`config.mk`:
```
export PLATFORM = sky130hd
export DESIGN_NAME = retx_fifo
export DESIGN_NICKNAME = d
export VERILOG_FILES = /design/src/rtl/retx_pkg.sv /design/src/rtl/retx_store.sv /design/src/rtl/retx_wside.sv /design/src/rtl/retx_ctrl.sv /design/src/rtl/retx_fifo.sv
export SDC_FILE = /design/constraint.sdc
export NUM_CORES = 1
export LEC_CHECK = 0
export BUFFER_PORTS_ARGS = -buffer_cell sky130_fd_sc_hd__buf_2
export CAP_MARGIN = 5
export CORE_UTILIZATION = 55
export CTS_CLUSTER_DIAMETER = 150
export CTS_CLUSTER_SIZE = 25
export DETAILED_ROUTE_END_ITERATION = 16
export HOLD_SLACK_MARGIN = 0.05
export PLACE_DENSITY = 0.78
export SLEW_MARGIN = 0
export SYNTH_ARGS = -nofsm -noshare
export SYNTH_HDL_FRONTEND = slang
export SYNTH_SLANG_ARGS = --single-unit
export TNS_END_PERCENT = 30
```
`constraint.sdc`:
```
create_clock -name clk -period 11.7 [get_ports clk]
set_input_delay 0 -clock clk [delete_from_list [all_inputs] [get_ports clk]]
set_output_delay 0 -clock clk [all_outputs]
set_load 0.005 [all_outputs]
```
`src/rtl/retx_pkg.sv`:
```
package retx_pkg;

    typedef enum logic [1:0] {
        S_IDLE   = 2'd0,
        S_HOLD   = 2'd1,
        S_STREAM = 2'd2,
        S_DROP   = 2'd3
    } retx_state_e;

endpackage

```
`src/rtl/retx_store.sv`:
```
module retx_store #(
    parameter int DATA_W = 8,
    parameter int DEPTH  = 128,
    localparam int AW    = $clog2(DEPTH),
    localparam int EW    = DATA_W + 1
) (
    input  logic          clk,
    input  logic          we,
    input  logic [AW-1:0] waddr,
    input  logic [EW-1:0] wdata,
    input  logic [AW-1:0] raddr,
    output logic [EW-1:0] rdata
);

    logic [EW-1:0] mem_q [DEPTH];

    always_ff @(posedge clk) begin
        if (we) begin
            mem_q[waddr] <= wdata;
        end
    end

    assign rdata = mem_q[raddr];

endmodule

```
`src/rtl/retx_wside.sv`:
```
module retx_wside #(
    parameter int DEPTH = 128,
    localparam int AW   = $clog2(DEPTH),
    localparam int CW   = $clog2(DEPTH + 1)
) (
    input  logic          clk,
    input  logic          rst_n,
    input  logic          wr_valid,
    input  logic [AW:0]   cm_ptr,
    output logic          wr_ready,
    output logic          we,
    output logic [AW:0]   wr_ptr,
    output logic [CW-1:0] free_cnt
);

    logic [AW:0] used;

    assign used     = wr_ptr - cm_ptr;
    assign free_cnt = CW'(DEPTH) - CW'(used);
    assign wr_ready = (free_cnt != '0);
    assign we       = wr_valid && wr_ready;

    always_ff @(posedge clk or negedge rst_n) begin
        if (!rst_n) begin
            wr_ptr <= '0;
        end else if (we) begin
            wr_ptr <= wr_ptr + (AW+1)'(1);
        end
    end

endmodule

```
`src/rtl/retx_ctrl.sv`:
```
module retx_ctrl
    import retx_pkg::*;
#(
    parameter int DEPTH  = 128,
    parameter int WINDOW = 64,
    localparam int AW    = $clog2(DEPTH),
    localparam int SW    = $clog2(WINDOW + 1)
) (
    input  logic        clk,
    input  logic        rst_n,
    input  logic        full_duplex,
    input  logic [AW:0] wr_ptr,
    input  logic        rd_en,
    input  logic        tx_rewind,
    input  logic        tx_abort,
    input  logic        head_last,
    output logic        rd_valid,
    output logic [AW:0] rd_ptr,
    output logic [AW:0] cm_ptr,
    output retx_state_e state
);

    localparam logic [SW-1:0] WIN_L = SW'(WINDOW);

    retx_state_e state_d;
    logic [AW:0] rd_d, cm_d, rd_inc;
    logic [SW-1:0] sent_q, sent_d, sent_inc;
    logic nonempty, pop, drop;

    // state register
    always_ff @(posedge clk or negedge rst_n) begin
        if (!rst_n) begin
            state  <= S_IDLE;
            rd_ptr <= '0;
            cm_ptr <= '0;
            sent_q <= '0;
        end else begin
            state  <= state_d;
            rd_ptr <= rd_d;
            cm_ptr <= cm_d;
            sent_q <= sent_d;
        end
    end

    // outputs
    always_comb begin
        nonempty = (rd_ptr != wr_ptr);
        rd_valid = nonempty && (state != S_DROP);
        pop      = rd_valid && rd_en;
        drop     = nonempty && (state == S_DROP);
    end

    assign rd_inc   = rd_ptr + (AW+1)'(1);
    assign sent_inc = sent_q + SW'(1);

    // next state
    always_comb begin
        state_d = state;
        rd_d    = rd_ptr;
        cm_d    = cm_ptr;
        sent_d  = sent_q;
        unique case (state)
            S_IDLE: begin
                if (pop) begin
                    rd_d = rd_inc;
                    if (head_last || full_duplex) begin
                        cm_d = rd_inc;
                    end
                    if (head_last) begin
                        state_d = S_IDLE;
                    end else if (full_duplex) begin
                        state_d = S_STREAM;
                    end else begin
                        state_d = S_HOLD;
                        sent_d  = SW'(1);
                    end
                end
            end
            S_HOLD: begin
                if (tx_rewind && !full_duplex) begin
                    rd_d    = cm_ptr;
                    sent_d  = '0;
                    state_d = S_IDLE;
                end else if (tx_abort) begin
                    state_d = S_DROP;
                end else if (pop) begin
                    rd_d   = rd_inc;
                    sent_d = sent_inc;
                    if (head_last) begin
                        cm_d    = rd_inc;
                        state_d = S_IDLE;
                    end else if (full_duplex || sent_inc == WIN_L) begin
                        cm_d    = rd_inc;
                        state_d = S_STREAM;
                    end
                end
            end
            S_STREAM: begin
                if (tx_abort) begin
                    state_d = S_DROP;
                end else if (pop) begin
                    rd_d = rd_inc;
                    cm_d = rd_inc;
                    if (head_last) begin
                        state_d = S_IDLE;
                    end
                end
            end
            S_DROP: begin
                if (drop) begin
                    rd_d = rd_inc;
                    cm_d = rd_inc;
                    if (head_last) begin
                        state_d = S_IDLE;
                    end
                end
            end
        endcase
    end

endmodule

```
`src/rtl/retx_fifo.sv`:
```
module retx_fifo
    import retx_pkg::*;
#(
    parameter int DATA_W = 8,
    parameter int DEPTH  = 128,
    parameter int WINDOW = 64
) (
    input  logic                         clk,
    input  logic                         rst_n,
    input  logic                         full_duplex,
    input  logic                         wr_valid,
    input  logic [DATA_W-1:0]            wr_data,
    input  logic                         wr_last,
    output logic                         wr_ready,
    output logic [$clog2(DEPTH+1)-1:0]   free_cnt,
    output logic                         rd_valid,
    output logic [DATA_W-1:0]            rd_data,
    output logic                         rd_last,
    input  logic                         rd_en,
    input  logic                         tx_rewind,
    input  logic                         tx_abort
);

    localparam int AW = $clog2(DEPTH);

    logic [AW:0]     wr_ptr, rd_ptr, cm_ptr;
    logic            we;
    logic [DATA_W:0] head;
    retx_state_e     fsm_state;

    retx_wside #(.DEPTH(DEPTH)) u_wside (
        .clk      (clk),
        .rst_n    (rst_n),
        .wr_valid (wr_valid),
        .cm_ptr   (cm_ptr),
        .wr_ready (wr_ready),
        .we       (we),
        .wr_ptr   (wr_ptr),
        .free_cnt (free_cnt)
    );

    retx_store #(.DATA_W(DATA_W), .DEPTH(DEPTH)) u_store (
        .clk   (clk),
        .we    (we),
        .waddr (wr_ptr[AW-1:0]),
        .wdata ({wr_last, wr_data}),
        .raddr (rd_ptr[AW-1:0]),
        .rdata (head)
    );

    retx_ctrl #(.DEPTH(DEPTH), .WINDOW(WINDOW)) u_ctrl (
        .clk         (clk),
        .rst_n       (rst_n),
        .full_duplex (full_duplex),
        .wr_ptr      (wr_ptr),
        .rd_en       (rd_en),
        .tx_rewind   (tx_rewind),
        .tx_abort    (tx_abort),
        .head_last   (head[DATA_W]),
        .rd_valid    (rd_valid),
        .rd_ptr      (rd_ptr),
        .cm_ptr      (cm_ptr),
        .state       (fsm_state)
    );

    assign rd_data = head[DATA_W-1:0];
    assign rd_last = head[DATA_W];

endmodule

```
-- Word-level counts from Yosys, hierarchy flattened
Memory sizes are Yosys's and may differ from the RTL's.
Index checks and enable logic that the tools add are counted.
- register bits: 33
- bits in latches: 0
- memory bits (writable): 1152
- memory bits (read-only): 0
- input port bits: 16
- output and inout port bits: 19
- logic and storage cells: 84
- memories kept: 1
- memory list (name ; depth ; width ; rd ports ; clocked after Yosys merged registers in ; write ports ; RTL line ; text):
    u_store.mem_q ; 128 ; 9 ; 1 ; 0 ; 1 ; retx_store.sv:15 ; logic [EW-1:0] mem_q [DEPTH];
- $add $sub $neg: 5
- multiply operators: 0
- divide/modulo/power cells: 0
- order comparisons: 0
- equal/unequal tests: 22
- shifts and indexed selects: 0
- mux-type cells: 37
- bitwise operators: 0
- reductions and logical operators: 14
- operators with widths (cell ; count):
    8-bit two-way mux ; 13
    8-bit one-hot mux with 4 select lines ; 2
    7-bit two-way mux ; 6
    2-bit two-way mux ; 12
    8-bit by 1-bit adder with 8-bit output, second input constant ; 2
    7-bit one-hot mux with 2 select lines ; 1
    2-bit inequality test, second input constant ; 6
    2-bit by 1-bit inequality test with 1-bit output, second input constant ; 5
    3-bit by 2-bit inequality test with 1-bit output, second input constant ; 3
    9-bit AND reduction ; 1
    8-bit inequality test ; 1
    2-bit one-hot mux with 4 select lines ; 1
    8-bit nonzero test ; 1
    8-bit subtractor ; 1
    8-bit subtractor, first input constant ; 1
    7-bit by 1-bit adder with 7-bit output, second input constant ; 1
    7-bit == test, second input constant ; 1
    6-bit AND reduction ; 1
    1-bit logical AND ; 5
    5-bit by 3-bit inequality test with 1-bit output, second input constant ; 1
    5-bit AND reduction ; 1
    2-bit == test, second input constant ; 2
    4-bit by 2-bit inequality test with 1-bit output, second input constant ; 1
    3-bit by 1-bit inequality test with 1-bit output, second input constant ; 1
    other kinds (6) ; 8

-- Depth between registers and ports, before layout
Gate-level depths: netlist (run 1).
- depth in word-level cells: 9
- depth in mapped cells: 16
- mapped depth without buffers: 13

-- Hierarchy
From an unflattened synthesis (run 1), not the netlist that was laid out.
- cells, all modules: 2159
- area total of the unflattened synthesis: 47282.8 sq um
- modules (own cells, without submodules) (module ; instances ; cells each ; area an instance (sq um)):
    retx_store ; 1 ; 1807 ; 44348.8
    retx_ctrl ; 1 ; 261 ; 2122.0
    retx_wside ; 1 ; 91 ; 812.0

-- Least setup slack after synthesis (run 1)
OpenSTA, ideal clock, no wires.
- kind: flip-flop to flip-flop
- from: reg u_wside.wr_ptr[1]
- to: mem u_store.mem_q[106][0] (netlist name) (enable)
- library setup time: 374 ps
- arrival: 3819 ps
- required time: 11326 ps
- setup slack: 7507 ps
- cell stages (with the launch flop): 16
- clock period less this slack: 4193 ps
- path through: dfrtp_1 > inv_1 > ha_1 > ha_1 > fa_1 > a21o_1 > a21oi_1 > o21bai_1 > a21oi_1 > xor2_1 > o31ai_1 > clkbuf_1 > or4_1 > clkbuf_1 > clkbuf_1 > nor2_1
- word-level cells in the longest chain between the ends: 6
- ends and longest elaborated chain (what ; RTL line ; text):
    start, declared ; retx_wside.sv:12 ; output logic [AW:0] wr_ptr,
    start signal, assigned ; retx_wside.sv:27 ; wr_ptr <= wr_ptr + (AW+1)'(1);
    8-bit subtractor ; retx_wside.sv:18 ; assign used = wr_ptr - cm_ptr;
    8-bit subtractor ; retx_wside.sv:19 ; assign free_cnt = CW'(DEPTH) - CW'(used);
    net free_cnt[7] ; retx_fifo.sv:15 ; output logic [$clog2(DEPTH+1)-1:0] free_cnt,
    8-bit nonzero test ; retx_wside.sv:20 ; assign wr_ready = (free_cnt != '0);
    1-bit logical AND ; retx_wside.sv:21 ; assign we = wr_valid && wr_ready;
    1-bit two-way mux ; retx_store.sv:18 ; if (we) begin
    1-bit two-way mux (implied by the code) ; retx_store.sv:19 ; mem_q[waddr] <= wdata;
    end, declared ; retx_store.sv:15 ;
The timed path passes the listed nets, and every way through them passes these cells.

-- Final worst setup path (run 1)
- from: reg u_ctrl.rd_ptr[1]
- to: reg u_ctrl.state[0]
- word-level cells in the longest chain between the ends: 6
- elaborated cells on any way between the ends: 22
- classes of those cells: eq/ne (6); mux (11); reduce/logical (4); memory (1)
- ends and longest elaborated chain (what ; RTL line ; text):
    start, declared ; retx_ctrl.sv:18 ; output logic [AW:0] rd_ptr,
    start signal, assigned ; retx_ctrl.sv:39 ; rd_ptr <= rd_d;
    memory 128 x 9 bit ; -- ;
    2-bit two-way mux ; retx_ctrl.sv:89 ; if (head_last) begin
    2-bit two-way mux ; retx_ctrl.sv:86 ; end else if (pop) begin
    2-bit two-way mux ; retx_ctrl.sv:84 ; end else if (tx_abort) begin
    2-bit two-way mux ; retx_ctrl.sv:80 ; if (tx_rewind && !full_duplex) begin
    2-bit one-hot mux with 4 select lines ; retx_ctrl.sv:62 ; unique case (state)
    end signal, assigned ; retx_ctrl.sv:38 ; state <= state_d;
    end, declared ; retx_ctrl.sv:20 ; output retx_state_e state
Parallel ways exist; a longest one is shown, timed or not. The select of a mux whose other input is x is not followed.
A chain may end at the register's enable or synchronous reset.

==> results of run 1 <==
## logic make-up (layout without fill, tap and decap cells)
family	Yosys count	after routing	synth area share, %
flip-flops	1185	1185	75.3
multiplexers	418	418	17.9
AND/OR/NAND/NOR	262	262	2.45
buffers and inverters	147	182	1.45
AO/OA/AOI/OAI	123	123	1.77
XOR/XNOR	31	31	0.578
adder cells (fa/ha/maj)	17	17	0.468
other	0	1	0
## layout by cell type, fill, tap and decap left out, types with 17 or more instances in the layout
master,instances
buf_2,25
nand3_1,17
nor2_1,156
mux4_2,338
nand2_1,31
o21ai_0,18
inv_1,22
dlygate4sd3_1,19
mux2i_1,62
clkbuf_1,20
a22oi_1,28
clkbuf_16,54
dfrtp_1,29
edfxtp_1,1152
a21oi_1,29
buf_4,37
## area by class of cell
type / instances / area, sq um / share of cell area (%)
Clock buffer: 74 / 1430 / 2.85
Clock inverter: 2 / 32.5 / 0.0651
Multi-Input combinational cell: 851 / 10900 / 21.9
Tap cell: 1134 / 1420 / 2.84
Antenna cell: 1 / 2.50 / 0.00501
Sequential cell: 1185 / 35400 / 70.9
Timing Repair Buffer: 84 / 653 / 1.31
Inverter: 22 / 82.6 / 0.165
## routing by layer
metal  vias to the layer above  part of all wire [%]  global-route usage (%)
li1                       9070                     -                       -
met1                     11972                    38                    36.0
met2                      1489                    48                    39.3
met3                       169                    11                    5.35
met4                         4                   2.5                    5.95
met5                         -                 0.025                       0
## what timing repair did
action	in CTS	in global routing
hold buffers	20	0
hold endpoints to repair	518	0
endpoints found under the setup margin	0	0
## registers in the layout, summed over array words and instances, names as in the netlist
name	flops
u_store.mem_q	1152
u_ctrl.sent_q	7
u_ctrl.rd_ptr	8
u_ctrl.state	2
u_wside.wr_ptr	8
u_ctrl.cm_ptr	8
## final timing paths
kind	startpoint	to	slack [ps]	cells past startpoint
worst max-delay path	u_ctrl.rd_ptr[1]	u_ctrl.state[0]	6260	11
worst min-delay path	wr_valid	u_wside.wr_ptr[2]	280	4
worst max register to register	u_ctrl.rd_ptr[1]	u_ctrl.state[0]	6260	11
worst min register to register	u_ctrl.cm_ptr[4]	u_ctrl.cm_ptr[4]	570	1
max in group asynchronous	rst_n	u_ctrl.rd_ptr[0]	11110	4
min in group asynchronous	rst_n	u_ctrl.rd_ptr[1]	350	4
## worst register-to-register path, cell delays in order (launching register included)
cell           delay, ps
dfrtp_4              840
buf_4                670
buf_12               580
mux4_2               550
nor2b_1              160
a211oi_1             500
nor4b_1              140
o2bb2ai_1            260
or3_1                470
or4_1                540
o211ai_1              90
dlygate4sd3_1        560
## report_power, final
| group | internal (mW) | leakage (nW) | switching, mW |
|---|---|---|---|
| registers | 4.79 | 10.8 | 0.247 |
| clock network | 0.857 | 0.703 | 1.21 |
| logic | 1.73 | 3.72 | 2.07 |
## per-stage QoR
step | area (sq um) | hold WS, ps | total power, mW
2_1_floorplan | 47000 | -296 | 7.57
3_3_place_gp | 48300 | 110 | 8.77
3_5_place_dp | 48300 | 125 | 8.85
4_1_cts | 50000 | 247 | 10.9
5_1_grt | 50000 | 279 | 11.2
6_report | 50000 | 280 | 10.9
==> impl_metrics.tcl, run 1 <==
set metrics [dict create \
    status "completed" \
    grt_overflow 0 \
    max_stage_delay_ps 840 \
    peakVddDrop_mv 0.210 \
    finalMaxSlewViolations 0 \
    cts_sinks 1185 \
    critical_path_required_ps 12280 \
    cp_top_family "buffers and inverters" \
    ys_warn_count 0 \
    report.final.hold_viol_count 0 \
    fin_crit_sh_pct 46.5 \
    fmax_mhz 184 \
    finalWirelength_um 107000 \
    critPathLaunchType "flop" \
    placed_cells 3256 \
    port_buffers 34 \
    htree_levels 2 \
    syn_area_per_cell_sq_um 21.5 \
    viasPerCell 6.77 \
    initial_core_util_pct 55.9 \
    ys.flop_type "edfxtp_1" \
    min_path_type "in -> reg" \
    die_area_sq_um 86600 \
    grt_use_total_pct 24.9 \
    cts_setup_buffers 0 \
    path_cells "buf_4 > buf_12 > mux4_2 > nor2b_1 > a211oi_1 > nor4b_1 > o2bb2ai_1 > or3_1 > or4_1 > o211ai_1 > dlygate4sd3_1" \
    ys_seq_area_share_pct 75.3 \
    nNetsFinal 2230 \
    cts_max_path_buffers 3 \
    dr.first_iter.drc_count 2993 \
    yosysMostFrequentCell "edfxtp_1" \
    synth_top_cell_by_area "edfxtp_1" \
    drive_gt1_share_pct 21.8 \
    grt_pass1_vias 22311 \
    ant_nets 0 \
    row_count 106 \
    powerDensity_nw_per_um2 218 \
    fin_crit_ps 5440 \
    gp_congestion 0.905 \
    clk_latency_ps 660 \
    cts_tree "done" \
    slew_headroom_pct 22.9 \
    synth_nets 2216 \
    path_clk_slew_ps 100 \
    netlist_instances 2183 \
    ys_seq_elements 1185 \
    grt_max_degree 140 \
    tightest_slew_ps 1150 \
    area_growth_pct 6.32 \
    path_class "reg -> reg" \
    yosysUniqueCellTypes 60 \
    crit_fanout 139 \
    ioPinCount 35 \
    synthArstFlopShare_pct 2.78 \
    synth_top_area_share_pct 73.6 \
    synth_edf_count 1152 \
    p_leak_nw 15.2 \
    core-area_sq_um 84100 \
    dr.pass1.iters 8 \
    max-cap-violations 0 \
    postLayoutCoreUtil_pct 59.4 \
    rsz0062_at_grt "no" \
    fillers 5725 \
    netlist_area_sq_um 47000 \
    synth_common_cells "1152 x edfxtp_1, 338 x mux4_2, 157 x nor2_1, 77 x clkbuf_1, 62 x mux2i_1" \
    setup_ws_ps 6260 \
    slowest_stage "dfrtp_4" \
    path_buf_inv 3 \
    hpwl_um 63900 \
    setup_viol 0 \
    vias 22704 \
    fin_cells 3353 \
    grt_pass1_wl_um 155000 \
    arrival_ps 6020 \
    clock_skew_ps 41.3 \
    ctsResizeCount 0 \
    pre_cts_ws_ps 6390 \
    fin_tns_setup_ps 0 \
    netlist_top_cells_area "edfxtp_1 74%, mux4_2 16%, dfrtp_1 1.8%" \
    routedWlPerCell_um 31.8 \
    cts-root-buf "clkbuf_16" \
    dieHeight_um 294 \
    cp-end-kind "flop" \
    chipWidth_um 294 \
    antenna_found_initial 3 \
    remaining_drc_errors 0 \
    numCtsBuffers 53 \
]
No activity file was read; power rests on OpenSTA's default activity.
==> run 2, diff against run 1 <==
--- a/config.mk
+++ b/config.mk
@@ -12,7 +12,7 @@
 export CTS_CLUSTER_SIZE = 25
 export DETAILED_ROUTE_END_ITERATION = 16
 export HOLD_SLACK_MARGIN = 0.05
-export PLACE_DENSITY = 0.78
+export PLACE_DENSITY = 0.8
 export SLEW_MARGIN = 0
 export SYNTH_ARGS = -nofsm -noshare
 export SYNTH_HDL_FRONTEND = slang
==> constraint.sdc (replaced) <==
create_clock -name clk -period 4.8 [get_ports clk]
set_input_delay 0 -clock clk [delete_from_list [all_inputs] [get_ports clk]]
set_output_delay 0 -clock clk [all_outputs]
set_load 0.005 [all_outputs]
==> run 2 against run 1 <==
Compared with the run above: clock-buffer cell count up 3; die area unchanged; setup slack worse by 6100 ps; global-route usage up 0.77 points; hold slack worse by 230 ps; via count up 3.7%; clock power up 150%; critical path depth down 4; utilization up 1.5 points; power up 150%; combinational power rose to 2.6 times the previous value; critical path type is now reg -> out; largest cell class unchanged; largest power group unchanged.
==> impl_metrics.tcl, run 2 (same netlist as run 1, synthesis figures left out) <==
set metrics [dict create \
    min_path_type "in -> reg" \
    htree_levels 2 \
    critical_path_required_ps 4800 \
    report.final.hold_viol_count 0 \
    pre_cts_ws_ps 207 \
    postLayoutCoreUtil_pct 60.9 \
    dieHeight_um 294 \
    antennaDiodeCount 0 \
    cp_top_family "multiplexers" \
    path_class "reg -> out" \
    powerDensity_nw_per_um2 528 \
    cts_sinks 1185 \
    crit_fanout 56 \
    hp-start "wr_data[1]" \
    arrival_ps 4670 \
    final_common_cell "edfxtp_1" \
    finalMaxSlewViolations 0 \
    dr.pass1.iters 5 \
    ioPinCount 35 \
    grt_overflow 0 \
    grt_pass1_wl_um 160000 \
    r2r-start "u_ctrl.rd_ptr[2]" \
    fin_tns_setup_ps 0 \
    power_mw 27.0 \
    area_growth_pct 8.98 \
    path_cells "buf_4 > buf_4 > mux4_2 > mux4_2 > mux4_2 > mux2_2 > buf_2" \
    max-cap-violations 0 \
    port_buffers 34 \
    gp_congestion 0.903 \
    initial_core_util_pct 55.9 \
    crit_path_frequent_cell "mux4_2" \
    clock_skew_ps 39.0 \
    row_count 106 \
    drive_gt1_share_pct 27.0 \
    slowest_stage "buf_4" \
    clk_latency_ps 660 \
    cts_max_path_buffers 3 \
    grt_max_degree 102 \
    fin_crit_ps 4670 \
    nNetsFinal 2388 \
    numCtsBuffers 53 \
    rsz0062_at_grt "no" \
    path_buf_inv 3 \
    cts-root-buf "clkbuf_16" \
    top_register "u_store.mem_q" \
    crit_path_start "u_ctrl.rd_ptr[1]" \
    hpwl_um 68200 \
    slew_headroom_pct 18.6 \
    dpl_cell_area_sq_um 49600 \
    dr.first_iter.drc_count 3461 \
    setup_viol 0 \
    fmax_mhz 214 \
    grt_pass1_vias 23347 \
    remaining_drc_errors 0 \
    max_stage_delay_ps 710 \
    layout_common_cells "1152 x edfxtp_1, 338 x mux4_2, 195 x buf_4" \
    peakVddDrop_mv 0.385 \
    fin_crit_sh_pct 97.2 \
    path_clk_slew_ps 100 \
    core-area_sq_um 84100 \
    cts_tree "done" \
    cp-end-kind "output pin" \
    vias 23544 \
    antenna_found_initial 0 \
    routedWlPerCell_um 31.2 \
    viasPerCell 6.70 \
    grt_use_total_pct 25.7 \
    final_area_sq_um 51200 \
    status "completed" \
    setup_ws_ps 133 \
    finalWirelength_um 110000 \
    p_leak_nw 16.0 \
    chipWidth_um 294 \
    tightest_slew_ps 1220 \
    ant_nets 0 \
    critPathLaunchType "flop" \
    die_area_sq_um 86600 \
    largest_register_ffs 1152 \
]
## run 2: changes by cell type in the layout (fill, tap and decap cells not counted), sizes merged
cell         previous run  this run
buf                    65       227
clkbuf                 74        77
clkinv                  1         0
diode                   1         0
dlygate4sd3            19        15
inv                    23        24
## run 2: routing by layer
layer,part of all wire [%],wire [um],GRT usage [%]
met1,38,41200,36.7
met2,48,53000,41.3
met3,11,12300,4.65
met4,2.9,3150,6.89
met5,0,0,0
## run 2: worst paths after layout
check / slack [ps] / end / cells past startpoint
min in group asynchronous: 400 / u_ctrl.sent_q[3] / 4
min reg2reg: 550 / u_wside.wr_ptr[7] / 1
max in group asynchronous: 4170 / u_ctrl.rd_ptr[1] / 4
max reg2reg: 160 / u_ctrl.state[1] / 11
min: 50 / u_store.mem_q[62][1] / 1
max: 130 / rd_data[6] / 7
## run 2: power breakdown
| part | internal, mW | switching (mW) | leakage, nW |
|---|---|---|---|
| Clock | 2.13 | 2.98 | 0.716 |
| Combinational | 4.43 | 5.46 | 4.58 |
| Sequential | 11.7 | 0.383 | 10.8 |
## run 2: final cells by class
type	count	area (sq um)
clock inverters	2	25.0
flip-flops and latches	1185	35400
clock buffers	77	1460
inverters	22	82.6
repair buffers	242	1880
multi-input cells	851	10900
well taps	1134	1420
fillers	5605	32900
## run 2: per-stage QoR
stage / hold WS, ps / std cells
detailed placement: 131 / 3418
CTS: 70.4 / 3513
global placement: 112 / 3418
finish: 48.6 / 3513
global route: 86.1 / 3513
floorplan: -296 / 2183
## run 2: repair_timing
action | in CTS | in global routing
hold buffers | 16 | 0
setup endpoints to repair | 0 | 459
endpoints found under the hold margin | 262 | 0
buffers inserted | 0 | 0
resized for setup | 0 | 1
